File: config.mk
export PLATFORM = sky130hd
export DESIGN_NAME = pgc_page_event_counters
export DESIGN_NICKNAME = d
export VERILOG_FILES = /design/src/rtl/pgc_pkg.sv /design/src/rtl/pgc_ctrl_fsm.sv /design/src/rtl/pgc_event_decode.sv /design/src/rtl/pgc_counter_cell.sv /design/src/rtl/pgc_page_event_counters.sv
export SDC_FILE = /design/constraint.sdc
export NUM_CORES = 1
export LEC_CHECK = 0
export ABC_AREA = 1
export BUFFER_PORTS_ARGS = -buffer_cell sky130_fd_sc_hd__buf_2
export CAP_MARGIN = 30
export CORE_MARGIN = 3
export CORE_UTILIZATION = 45
export DETAILED_ROUTE_END_ITERATION = 10
export PLACE_DENSITY = 0.68
export RECOVER_POWER = 50
export SYNTH_ARGS = -nofsm -noshare
export SYNTH_HDL_FRONTEND = slang
export SYNTH_HIERARCHICAL = 1
export SYNTH_SLANG_ARGS = --single-unit
File: constraint.sdc
create_clock -name clk_i -period 5 [get_ports clk_i]
set_clock_uncertainty 0.1 [all_clocks]
set_input_delay 0.25 -clock clk_i [delete_from_list [all_inputs] [get_ports clk_i]]
set_output_delay 0.25 -clock clk_i [all_outputs]
set_load 0.02 [all_outputs]
File: src/rtl/pgc_pkg.sv
package pgc_pkg;

    // Run/freeze mode of the counter bank.
    typedef enum logic [0:0] {
        ST_FROZEN   = 1'b0,
        ST_COUNTING = 1'b1
    } pgc_state_e;

endpackage

File: src/rtl/pgc_ctrl_fsm.sv
module pgc_ctrl_fsm
    import pgc_pkg::*;
(
    input  logic clk_i,
    input  logic rst_ni,
    input  logic count_en_i,
    output logic count_allow_o
);

    pgc_state_e state_q, state_d;

    // Next-state logic: ARM and HALT transitions.
    always_comb begin
        state_d = state_q;
        unique case (state_q)
            ST_FROZEN:   if (count_en_i)  state_d = ST_COUNTING; // ARM
            ST_COUNTING: if (!count_en_i) state_d = ST_FROZEN;   // HALT
            default:     state_d = ST_FROZEN;
        endcase
    end

    // State register.
    always_ff @(posedge clk_i or negedge rst_ni) begin
        if (!rst_ni) state_q <= ST_FROZEN;
        else         state_q <= state_d;
    end

    // Output decode.
    always_comb begin
        count_allow_o = 1'b0;
        unique case (state_q)
            ST_FROZEN:   count_allow_o = 1'b0;
            ST_COUNTING: count_allow_o = 1'b1;
            default:     count_allow_o = 1'b0;
        endcase
    end

    // A low enable must leave the bank frozen in the next cycle.
    assert_freeze_follows_R4: assert property (@(posedge clk_i) disable iff (!rst_ni)
        !count_en_i |=> (state_q == ST_FROZEN));

    // A high enable must arm counting in the next cycle.
    assert_arm_follows_R4: assert property (@(posedge clk_i) disable iff (!rst_ni)
        count_en_i |=> (state_q == ST_COUNTING));

endmodule

File: src/rtl/pgc_event_decode.sv
module pgc_event_decode #(
    parameter int unsigned NUM_PAGES = 8,
    localparam int unsigned PAGE_W  = $clog2(NUM_PAGES),
    localparam int unsigned SEL_W   = PAGE_W + 1,
    localparam int unsigned EV_W    = PAGE_W + 2,
    localparam int unsigned NUM_CNT = 2 * NUM_PAGES
) (
    input  logic [EV_W-1:0]    event_i,
    input  logic               allow_i,
    input  logic               clear_i,
    output logic [NUM_CNT-1:0] inc_o
);

    logic             ev_valid;
    logic [SEL_W-1:0] ev_idx;

    // Valid is the top bit; the hit flag and page form the counter index.
    assign ev_valid = event_i[EV_W-1];
    assign ev_idx   = event_i[SEL_W-1:0];

    // Clear beats any event in the same cycle.
    always_comb begin
        inc_o = '0;
        if (ev_valid && allow_i && !clear_i) begin
            inc_o[ev_idx] = 1'b1;
        end
    end

endmodule

File: src/rtl/pgc_counter_cell.sv
module pgc_counter_cell #(
    parameter int unsigned CNT_W = 32
) (
    input  logic             clk_i,
    input  logic             rst_ni,
    input  logic             clear_i,
    input  logic             inc_i,
    output logic [CNT_W-1:0] count_o,
    output logic             ovf_o
);

    localparam logic [CNT_W-1:0] CNT_MAX = '1;

    logic [CNT_W-1:0] count_q;
    logic             ovf_q;
    logic             at_max;

    assign at_max = (count_q == CNT_MAX);

    always_ff @(posedge clk_i or negedge rst_ni) begin
        if (!rst_ni) begin
            count_q <= '0;
            ovf_q   <= 1'b0;
        end else if (clear_i) begin
            count_q <= '0;
            ovf_q   <= 1'b0;
        end else if (inc_i) begin
            if (at_max) ovf_q   <= 1'b1;          // increment lost
            else        count_q <= count_q + 1'b1;
        end
    end

    assign count_o = count_q;
    assign ovf_o   = ovf_q;

    assert_no_wrap_R5: assert property (@(posedge clk_i) disable iff (!rst_ni)
        (at_max && inc_i && !clear_i) |=> (count_q == CNT_MAX));

    assert_ovf_on_lost_R6: assert property (@(posedge clk_i) disable iff (!rst_ni)
        (at_max && inc_i && !clear_i) |=> ovf_q);

    assert_ovf_sticky_R6: assert property (@(posedge clk_i) disable iff (!rst_ni)
        (ovf_q && !clear_i) |=> ovf_q);

    assert_clear_zeroes_R7: assert property (@(posedge clk_i) disable iff (!rst_ni)
        clear_i |=> (count_q == '0 && !ovf_q));

    assert_idle_stable_R3: assert property (@(posedge clk_i) disable iff (!rst_ni)
        (!inc_i && !clear_i) |=> ($stable(count_q) && $stable(ovf_q)));

endmodule

File: src/rtl/pgc_page_event_counters.sv
module pgc_page_event_counters #(
    parameter int unsigned NUM_PAGES = 8,
    parameter int unsigned CNT_W     = 32,
    localparam int unsigned PAGE_W   = $clog2(NUM_PAGES),
    localparam int unsigned SEL_W    = PAGE_W + 1,
    localparam int unsigned EV_W     = PAGE_W + 2,
    localparam int unsigned NUM_CNT  = 2 * NUM_PAGES
) (
    input  logic               clk_i,
    input  logic               rst_ni,
    input  logic               count_en_i,
    input  logic               clear_i,
    input  logic [EV_W-1:0]    event_i,
    input  logic               rd_req_i,
    input  logic [SEL_W-1:0]   rd_sel_i,
    output logic               rd_valid_o,
    output logic [CNT_W-1:0]   rd_data_o,
    output logic               rd_ovf_o,
    output logic [NUM_CNT-1:0] ovf_flags_o
);

    logic               count_allow;
    logic [NUM_CNT-1:0] inc_vec;
    logic [CNT_W-1:0]   cnt_arr [NUM_CNT];
    logic [NUM_CNT-1:0] ovf_vec;

    pgc_ctrl_fsm u_ctrl (
        .clk_i         (clk_i),
        .rst_ni        (rst_ni),
        .count_en_i    (count_en_i),
        .count_allow_o (count_allow)
    );

    pgc_event_decode #(
        .NUM_PAGES (NUM_PAGES)
    ) u_decode (
        .event_i (event_i),
        .allow_i (count_allow),
        .clear_i (clear_i),
        .inc_o   (inc_vec)
    );

    for (genvar k = 0; k < NUM_CNT; k++) begin : g_cell
        pgc_counter_cell #(
            .CNT_W (CNT_W)
        ) u_cell (
            .clk_i   (clk_i),
            .rst_ni  (rst_ni),
            .clear_i (clear_i),
            .inc_i   (inc_vec[k]),
            .count_o (cnt_arr[k]),
            .ovf_o   (ovf_vec[k])
        );
    end

    assign ovf_flags_o = ovf_vec;

    // Registered read port: values taken before this edge's update.
    always_ff @(posedge clk_i or negedge rst_ni) begin
        if (!rst_ni) begin
            rd_valid_o <= 1'b0;
            rd_data_o  <= '0;
            rd_ovf_o   <= 1'b0;
        end else begin
            rd_valid_o <= rd_req_i;
            if (rd_req_i) begin
                rd_data_o <= cnt_arr[rd_sel_i];
                rd_ovf_o  <= ovf_vec[rd_sel_i];
            end
        end
    end

    assert_single_inc_R2: assert property (@(posedge clk_i) disable iff (!rst_ni)
        $onehot0(inc_vec));

    assert_inc_needs_valid_R3: assert property (@(posedge clk_i) disable iff (!rst_ni)
        (inc_vec != '0) |-> event_i[EV_W-1]);

    assert_read_valid_R8: assert property (@(posedge clk_i) disable iff (!rst_ni)
        rd_req_i |=> rd_valid_o);

    assert_read_idle_R8: assert property (@(posedge clk_i) disable iff (!rst_ni)
        !rd_req_i |=> !rd_valid_o);

endmodule

# After elaboration in Yosys (flattened, before gate mapping)
# Cells that the tools add are included.
# op_classes
addsub	16
n_lt_le_gt_ge	4
n_eq_ne	32
n_mux	106
n_bitwise	2
reduce_logical	68
# ops
op	count
$mux 32	50
$add 32x1->32 const B	16
$eq 32x32->1 const B	16
$bmux 32 s4	1
$reduce_and 2->1	32
$reduce_bool 2->1	32
$mux 1	51
$ne 2x2->1 const B	16
$mux 16	1
$lt 4x5->1 const B	2
$ge 5x5->1 const B	1
$not 4->5	1
$bmux 1 s4	1
$demux 1 s4	1
$ge 4x1->1 const B	1
$logic_and 1x1->1	3
$pmux 1 s2	1
$logic_not 1->1	1
$not 1->1	1
# word_totals
register_bits	563
output_inout_bits	50
wordCells	264

# Logic depth before layout (Yosys ltp)
# Gate-level depths: netlist (run 1).
# depth
word_depth	7
ltp_mapped	11
ltp_nobuf	9

# Modules after synthesis
# The synthesis (run 1) kept the hierarchy.
# modules_own_cells
module	instances	cells_each	area_per_inst_um2
pgc_counter_cell	16	314	2368.5
pgc_page_event_counters	1	1342	6402.4
pgc_event_decode	1	48	236.5
pgc_ctrl_fsm	1	1	25.0

# Least setup slack after synthesis (run 1)
# No wires, ideal clock.
# synth_timing
path_kind	register to register
from	register g_cell[11].u_cell.count_q[0]
to	register g_cell[11].u_cell.count_q[11]
setup_ns	0.122
t_arrival_ns	1.483
required_ns	4.778
slack_ns	3.295
stages_incl_launch_ff	10
n_path_buf	1
synth_period_minus_slack_ns	1.705
cell_sequence	dfrtp_1 -> ha_1 -> nand2_1 -> nor2_4 -> nand2_4 -> nor2_8 -> nand3_2 -> nand3_4 -> buf_8 -> o21ai_2
# synth_via
elab_chain_cells	4
# synth_lines
element	line_no	source
start: declaration	pgc_counter_cell.sv:14	logic [CNT_W-1:0] count_q;
start signal: assignment	pgc_counter_cell.sv:29	else count_q <= count_q + 1'b1;
$add 32x1->32	pgc_counter_cell.sv:29	
$mux 32	pgc_counter_cell.sv:28	if (at_max) ovf_q <= 1'b1;
$mux 32	pgc_counter_cell.sv:27	end else if (inc_i) begin
$mux 32	pgc_counter_cell.sv:24	end else if (clear_i) begin
# Parallel ways exist; a longest one is shown, timed or not. The select of a mux whose other input is x is not followed.
# A chain may end at the register's enable or synchronous reset.

==> run_results.csv, run 1 <==
group,metric,value,unit
synthesis,ys.flop_type,"dfrtp_1",
synthesis,synth.distinct_cells,34,
clock_network,ctsRootBufferMaster,"clkbuf_16",
run,drv_cap,2,
synthesis,synth_most_common_cell,"nand2_1",
route,wl_per_cell,19.4,um
pwr,p_comb_frac,0.082,
floorplanning,die_area,103000,um^2
status,status,"complete, but fails checks",
pwr,switching_share,0.267,
sta,max_freq,341,MHz
synthesis,yosys.area_share.simple,0.450,
floorplanning,die_h,321,um
worst_setup_path,critPathTopFamily,"buffers and inverters",
worst_setup_path,reg2reg_setup_slack,2280,ps
pwr,seqPwrFrac,0.417,
sta,setup_tns,0,ps
synthesis,synth_compound_area_frac,0.0997,
synthesis,synthXorXnorAreaFrac,0.0440,
status,violations,"max-capacitance violations, max-slew violations",
synthesis,synth_top_area_frac,0.316,
synthesis,synth_area_leader_cell,"dfrtp_1",
finish,syn_to_final_growth,5.87,%
synthesis,synthMuxAreaShare,0,
clock_network,holdBufCountCts,3,
synthesis,synth-edff-count,0,
grt,grt_antenna_before_repair,3,
synthesis,yosysWarnings,6,
sta,hold_viol_final,0,
sta,period_share,0.587,
worst_setup_path,slowest_stage,"clkbuf_2",
floorplanning,dieWidth,321,um
route,drtAntennaViolNets,0,
worst_setup_path,crit_cells,3,
worst_setup_path,rr_endpoint,"g_cell[3].u_cell/count_o[18]$_DFFE_PN0P_",
pwr,switching_power,0.00302,W
clock_network,clock_latency,640,ps
sta,tightest_slew,2490,ps
worst_setup_path,crit_chain,"dlygate4sd3_1, clkbuf_2, buf_4",
synthesis,syn_nets,6445,
worst_setup_path,crit_start,"rst_ni",
route,dr.pass1.iters,7,
worst_setup_path,endpoint_kind,"async pin",
min_path,holdPathStages,6,
min_path,hold_path_class,"input pin to flop",
worst_setup_path,cp-start-kind,"input pin",
worst_setup_path,criticalPathCategory,"input pin to async pin",
placed_design,place_hpwl,110000,um
pwr,p_per_area,240,nW/um^2
sta,rsz0062_at_grt,"no",
synthesis,netlist_top_cells_count,"nand2_1 (2490), nand3_1 (636), nor2_1 (585), dfrtp_1 (563), inv_1 (472)",
clock_network,cts.sinks,563,
worst_setup_path,cp.arrival,3510,ps
finish,drive_gt1_frac,0.188,
route,vias,42142,
pwr,p_leak,18.7,nW
synthesis,synth_top_family_by_area,"simple AND/OR/NAND/NOR gates",
clock_network,htree_num_levels,3,
clock_network,cts_resized,0,
clock_network,cts_tree,"yes",
pwr,clkPwrFrac,0.501,
synthesis,syn_area,44600,um^2
synthesis,synthAdderAreaFrac,0.00449,
pwr,p_total,0.0113,W
grt,grt_max_degree,135,
clock_network,clk_pin_slew,60,ps
grt,grt_overflow_total,0,
worst_setup_path,cp_num_buf_inv,3,
sta,relSlewSlack,-0.657,
finish,nets,6410,
route,drt_iter0_drc,4808,
synthesis,avgSynthCellArea,6.95,um^2
sta,setup_violations,0,
sta,min_period,2940,ps
floorplanning,num_io_pins,64,
worst_setup_path,worstPathRequired,5570,ps
route,route.detailed.drc,0,
worst_setup_path,ff2ff_path_depth,8,
synthesis,async_flop_share,1.00,
worst_setup_path,cp-endpoint,"g_cell[6].u_cell/count_o[1]$_DFFE_PN0P_",
worst_setup_path,r2r_start,"g_cell[3].u_cell/count_o[0]$_DFFE_PN0P_",
sta,slew_violations,119,
floorplanning,rows,114,
placed_design,gp_congestion,1.01,
worst_setup_path,cp_max_fo,86,
synthesis,ys_ff_latch,563,
worst_setup_path,max_stage_delay,1720,ps
floorplanning,initial_core_util,0.457,
placed_design,port_buffers,63,
route,routed_wl,149000,um
clock_network,numCtsBuffers,72,
synthesis,synthTopCellsByArea,"dfrtp_1 (32%), nand2_1 (21%), o21ai_2 (8.2%), nand3_1 (7.1%), nand2_2 (5.2%)",
route,via_per_inst,5.46,
grt,grtUsageTotal,0.286,
synthesis,netlist_instances,6415,
floorplanning,core_area,97400,um^2
clock_network,post_cts_buffers,0,
pwr,p_int,0.00831,W
grt,grt_pass1_wl,231000,um
pwr,ir_worst_vdd,0.224,mV
grt,grt_pass1_vias,38729,
synthesis,ys_seq_area_frac,0.316,
clock_network,cts_buffer_depth,3,
==> registers in the layout (all words and copies together), names as in the netlist <==
register / count
rd_ovf_o: 1
g_cell.u_cell/count_o: 512
rd_valid_o: 1
g_cell.u_cell/ovf_o: 16
rd_data_o: 32
u_ctrl/state_q: 1
==> routing by layer <==
layer | wire length (um) | up-vias | track usage | part of all wire
met4 | 6370 | 0 | 0.109 | 0.043
met5 | 0 | - | 0 | 0
met3 | 13900 | 302 | 0.0622 | 0.093
li1 | - | 20097 | - | -
met2 | 63900 | 1705 | 0.424 | 0.43
met1 | 65300 | 20038 | 0.405 | 0.44
==> how the worst min path moves through the flow <==
stage	startpoint	end	slack, ps
2_1_floorplan	rst_ni	g_cell[0].u_cell/count_o[0]$_DFFE_PN0P_	-150
3_3_place_gp	rst_ni	g_cell[0].u_cell/count_o[18]$_DFFE_PN0P_	250
3_5_place_dp	rst_ni	g_cell[0].u_cell/count_o[17]$_DFFE_PN0P_	240
4_1_cts	event_i[0]	g_cell[6].u_cell/ovf_o$_DFFE_PN0P_	30
5_1_grt	event_i[0]	g_cell[6].u_cell/ovf_o$_DFFE_PN0P_	80
6_report	event_i[0]	g_cell[6].u_cell/ovf_o$_DFFE_PN0P_	60
==> power groups by stage <==
stage	clock, W	sequential [W]	combinational, W
floorplan	0	0.00479	0.000608
global placement	0	0.00480	0.000902
detailed placement	0	0.00480	0.000913
CTS	0.00579	0.00472	0.000918
global route	0.00597	0.00473	0.000997
finish	0.00568	0.00473	0.000925
==> tightest hold or removal path, cell delays in order <==
cell	delay, ps
buf_2	140
nor2_2	100
nand2_1	80
nor2_2	50
nand4_1	90
a21oi_1	60
==> stage by stage <==
step	hold slack (ps)	cell area, um^2	worst slack [ps]	util	std cells
2_1_floorplan	-146	44600	3290	-	6415
3_3_place_gp	251	44700	1990	0.459	7576
3_5_place_dp	240	44700	1970	0.459	7578
4_1_cts	26.6	47300	2500	0.486	7712
5_1_grt	84.9	47200	1620	0.484	7713
6_report	61.1	47200	2060	0.484	7716
==> cells by family after synthesis <==
logic type               Yosys count
adder cells (fa/ha/maj)           16
XOR/XNOR                         224
buffers and inverters            671
AND/OR/NAND/NOR                 4381
flip-flops                       563
AO/OA/AOI/OAI                    560
==> area by class of cell <==
type | instances | area [um^2]
inverters | 475 | 1790
clock buffers | 103 | 2200
fillers | 9814 | 50200
flip-flops and latches | 563 | 14100
well taps | 1276 | 1600
clock inverters | 28 | 367
multi-input cells | 5181 | 26500
repair buffers | 87 | 573
diodes | 3 | 7.51
==> layout by cell type (no fill, tap or decap), types with 19 or more instances in the layout <==
cell / Yosys / layout
nand2_1: 2490 / 2490
nand3_4: 32 / 32
inv_1: 472 / 471
nand3_1: 636 / 636
nor2_2: 109 / 109
o21ai_0: 64 / 64
clkbuf_1: 20 / 57
dfrtp_1: 563 / 563
xor2_1: 80 / 80
o21ai_1: 32 / 32
clkbuf_16: 0 / 77
nand2_2: 368 / 368
clkbuf_8: 0 / 19
nor2_4: 32 / 28
xnor2_1: 144 / 144
or2_2: 32 / 32
nor2_1: 585 / 594
o21ai_2: 416 / 416
Note: power is estimated with default switching activity, not from simulation.
==> run 2: changes to the inputs <==
--- a/config.mk
+++ b/config.mk
@@ -5,13 +5,13 @@
 export SDC_FILE = /design/constraint.sdc
 export NUM_CORES = 1
 export LEC_CHECK = 0
-export ABC_AREA = 1
+export ABC_AREA = 0
 export BUFFER_PORTS_ARGS = -buffer_cell sky130_fd_sc_hd__buf_2
 export CAP_MARGIN = 30
 export CORE_MARGIN = 3
 export CORE_UTILIZATION = 45
 export DETAILED_ROUTE_END_ITERATION = 10
-export PLACE_DENSITY = 0.68
+export PLACE_DENSITY = 0.71
 export RECOVER_POWER = 50
 export SYNTH_ARGS = -nofsm -noshare
 export SYNTH_HDL_FRONTEND = slang
==> constraint.sdc (replaced) <==
create_clock -name clk_i -period 2.4 [get_ports clk_i]
set_clock_uncertainty 0.1 [all_clocks]
set_input_delay 0.12 -clock clk_i [delete_from_list [all_inputs] [get_ports clk_i]]
set_output_delay 0.12 -clock clk_i [all_outputs]
set_load 0.02 [all_outputs]
==> run_results.csv, run 2 <==
group,metric,value,unit
route,via_per_inst,6.43,
floorplanning,rows,102,
synthesis,synth_top_family_by_area,"simple AND/OR/NAND/NOR gates",
worst_setup_path,slowest_stage,"or4_1",
grt,grt_overflow_total,0,
synthesis,netlist_instances,3624,
grt,grt_antenna_before_repair,1,
clock_network,cts_buffer_depth,3,
worst_setup_path,critPathMostFrequentCell,"buf_6",
finish,nets,4197,
worst_setup_path,ff2ff_path_depth,9,
worst_setup_path,cp_max_fo,7,
synthesis,ys_seq_area_frac,0.395,
synthesis,async_flop_share,1.00,
run,drv_cap,2,
synthesis,yosysWarnings,6,
sta,rsz0062_at_grt,"yes",
min_path,hold_path_class,"input pin to flop",
sta,hold_slack,66.0,ps
worst_setup_path,cp-start-kind,"flop",
placed_design,port_buffers,63,
finish,design_area,43500,um^2
synthesis,synth_compound_area_frac,0.138,
sta,setup_violations,2,
pwr,p_leak,16.9,nW
worst_setup_path,max_stage_delay,400,ps
floorplanning,core_area,78000,um^2
min_path,min_delay_worst_endpoint,"u_ctrl/state_q$_DFF_PN0_",
pwr,ir_worst_vdd,0.556,mV
finish,syn_to_final_growth,21.9,%
worst_setup_path,rr_endpoint,"g_cell[3].u_cell/count_o[14]$_DFFE_PN0P_",
synthesis,synth.distinct_cells,63,
clock_network,htree_num_levels,3,
sta,period_share,1.01,
finish,mostFrequentLayoutCells,"dfrtp_1 (559), buf_4 (552), nor2_1 (366)",
worst_setup_path,critPathTopFamily,"simple AND/OR/NAND/NOR gates",
synthesis,synth_area_leader_cell,"dfrtp_1",
clock_network,clock_latency,610,ps
worst_setup_path,crit_chain,"nand4bb_1, buf_6, nor3_4, buf_6, nand4_1, buf_4, a41o_4, or4_1, a21oi_1",
floorplanning,num_io_pins,64,
grt,grt_pass1_wl,185000,um
route,route.detailed.drc,0,
route,drt_iter0_drc,4076,
status,status,"complete, but fails checks",
floorplanning,initial_core_util,0.458,
synthesis,ys.flop_type,"dfrtp_1",
synthesis,synth_most_common_cell,"dfrtp_1",
sta,max_freq,413,MHz
grt,grtUsageTotal,0.287,
route,wl_per_cell,23.0,um
clock_network,cts.sinks,563,
placed_design,gp_congestion,1.00,
placed_design,place_area,40800,um^2
placed_design,place_hpwl,90200,um
route,dr.pass1.iters,6,
worst_setup_path,endpoint_kind,"flop",
synthesis,syn_nets,3654,
synthesis,synthMuxAreaShare,0.121,
clock_network,cts_tree,"yes",
clock_network,clk_pin_slew,60,ps
synthesis,synthAdderAreaFrac,0.00561,
sta,min_period,2420,ps
worst_setup_path,cp.arrival,2850,ps
worst_setup_path,worstPathRequired,2830,ps
floorplanning,die_h,288,um
route,routed_wl,121000,um
sta,tightest_slew,1850,ps
floorplanning,die_area,82700,um^2
synthesis,syn_area,35700,um^2
worst_setup_path,criticalPathCategory,"flop to flop",
worst_setup_path,reg2reg_setup_slack,-20,ps
clock_network,ctsRootBufferMaster,"clkbuf_16",
worst_setup_path,cp_num_buf_inv,3,
status,violations,"max-capacitance violations, max-slew violations, negative setup slack",
sta,hold_viol_final,0,
clock_network,numCtsBuffers,67,
sta,postLayoutSetupSlackWorst,-19.6,ps
grt,grt_max_degree,186,
synthesis,netlist_top_cells_count,"dfrtp_1 (563), nor2_1 (366), a21oi_1 (279), nand2_1 (269), or3_1 (176)",
min_path,holdCritStartpoint,"count_en_i",
synthesis,synth-edff-count,0,
synthesis,synthTopCellsByArea,"dfrtp_1 (39%), mux4_2 (8.0%), a21oi_1 (3.9%), nor2_1 (3.9%), or3_1 (3.1%)",
sta,relSlewSlack,-0.232,
route,drtAntennaViolNets,0,
synthesis,avgSynthCellArea,9.85,um^2
finish,layout_commonest_cell,"dfrtp_1",
min_path,holdPathStages,2,
worst_setup_path,r2r_start,"u_ctrl/state_q$_DFF_PN0_",
grt,grt_pass1_vias,31559,
synthesis,synthXorXnorAreaFrac,0.0368,
synthesis,ys_ff_latch,563,
sta,slew_violations,78,
finish,largest_reg_flops,512,
synthesis,yosys.area_share.simple,0.264,
pwr,p_per_area,500,nW/um^2
synthesis,synth_top_area_frac,0.395,
floorplanning,dieWidth,288,um
route,vias,33809,
finish,drive_gt1_frac,0.265,
-- run 2: cell types whose count changed after synthesis, sizes merged, moves of 65 or more --
cell   change
o31ai    +117
or3      +192
nor2     -372
a21oi    +263
and3      +65
or4      +117
mux4     +132
nand2   -2621
nor4     +127
inv      -443
o21ai    -365
nand3    -519
nand4    +160
-- run 2: logic make-up after synthesis --
kind of cell	Yosys count
AO/OA/AOI/OAI	735
XOR/XNOR	150
adder cells (fa/ha/maj)	16
buffers and inverters	218
flip-flops	563
multiplexers	245
AND/OR/NAND/NOR	1697
-- run 2: worst register-to-register path, cell delays in order (launching register included) --
cell and delay, ps:
dfrtp_1 360, nand4bb_1 170, buf_6 200, nor3_4 180
buf_6 130, nand4_1 200, buf_4 220, a41o_4 260
or4_1 400, a21oi_1 130
-- run 2: how the worst max path moves through the flow --
stage / start / endpoint / cells past startpoint / slack, ps
final: u_ctrl/state_q$_DFF_PN0_ / g_cell[3].u_cell/count_o[14]$_DFFE_PN0P_ / 9 / -20
after detailed placement: u_ctrl/state_q$_DFF_PN0_ / g_cell[3].u_cell/count_o[17]$_DFFE_PN0P_ / 9 / -70
after CTS: u_ctrl/state_q$_DFF_PN0_ / g_cell[8].u_cell/count_o[24]$_DFFE_PN0P_ / 9 / 7
after floorplan: u_ctrl/state_q$_DFF_PN0_ / g_cell[2].u_cell/count_o[30]$_DFFE_PN0P_ / 7 / 100
after global routing: u_ctrl/state_q$_DFF_PN0_ / g_cell[3].u_cell/count_o[17]$_DFFE_PN0P_ / 9 / -100
after global placement: u_ctrl/state_q$_DFF_PN0_ / g_cell[3].u_cell/count_o[15]$_DFFE_PN0P_ / 9 / -70
-- run 2: layer usage --
layer	GRT usage	wire length [um]	share of wire
met1	0.407	49400	0.41
met5	0	11	0.000091
met2	0.425	52700	0.43
met4	0.135	6420	0.053
met3	0.0546	12700	0.10
-- run 2: area by class of cell --
type	instances	area [um^2]
multi-input cells	2844	20500
clock inverters	29	410
diodes	1	2.50
clock buffers	92	1930
well taps	1040	1300
repair buffers	659	5120
fillers	6667	34500
inverters	32	120
flip-flops and latches	563	14100
-- run 2: power by group --
part | internal, W | switching [W]
clock network | 0.00664 | 0.00430
registers | 0.00956 | 0.000118
logic | 0.000338 | 0.000815
-- run 2: metrics by stage --
| step | total power [W] | TNS (ps) | instances | utilization | setup WS [ps] |
|---|---|---|---|---|---|
| global route | 0.0224 | -779 | 5259 | 0.558 | -102 |
| finish | 0.0218 | -33.7 | 5260 | 0.558 | -19.6 |
| global placement | 0.0110 | -257 | 5124 | 0.523 | -70.5 |
| CTS | 0.0219 | 0 | 5252 | 0.554 | 6.92 |
| floorplan | 0.0104 | 0 | 3624 | - | 99.9 |
| detailed placement | 0.0110 | -359 | 5124 | 0.523 | -66.7 |
-- run 2: what timing repair did --
action	4_1_cts	5_1_grt
gates resized for setup	7	69
endpoints found under the hold margin	637	0
hold buffers	5	0
pin swaps	1	16
buffers inserted	2	5
cloned	0	2
endpoints found under the setup margin	11	89
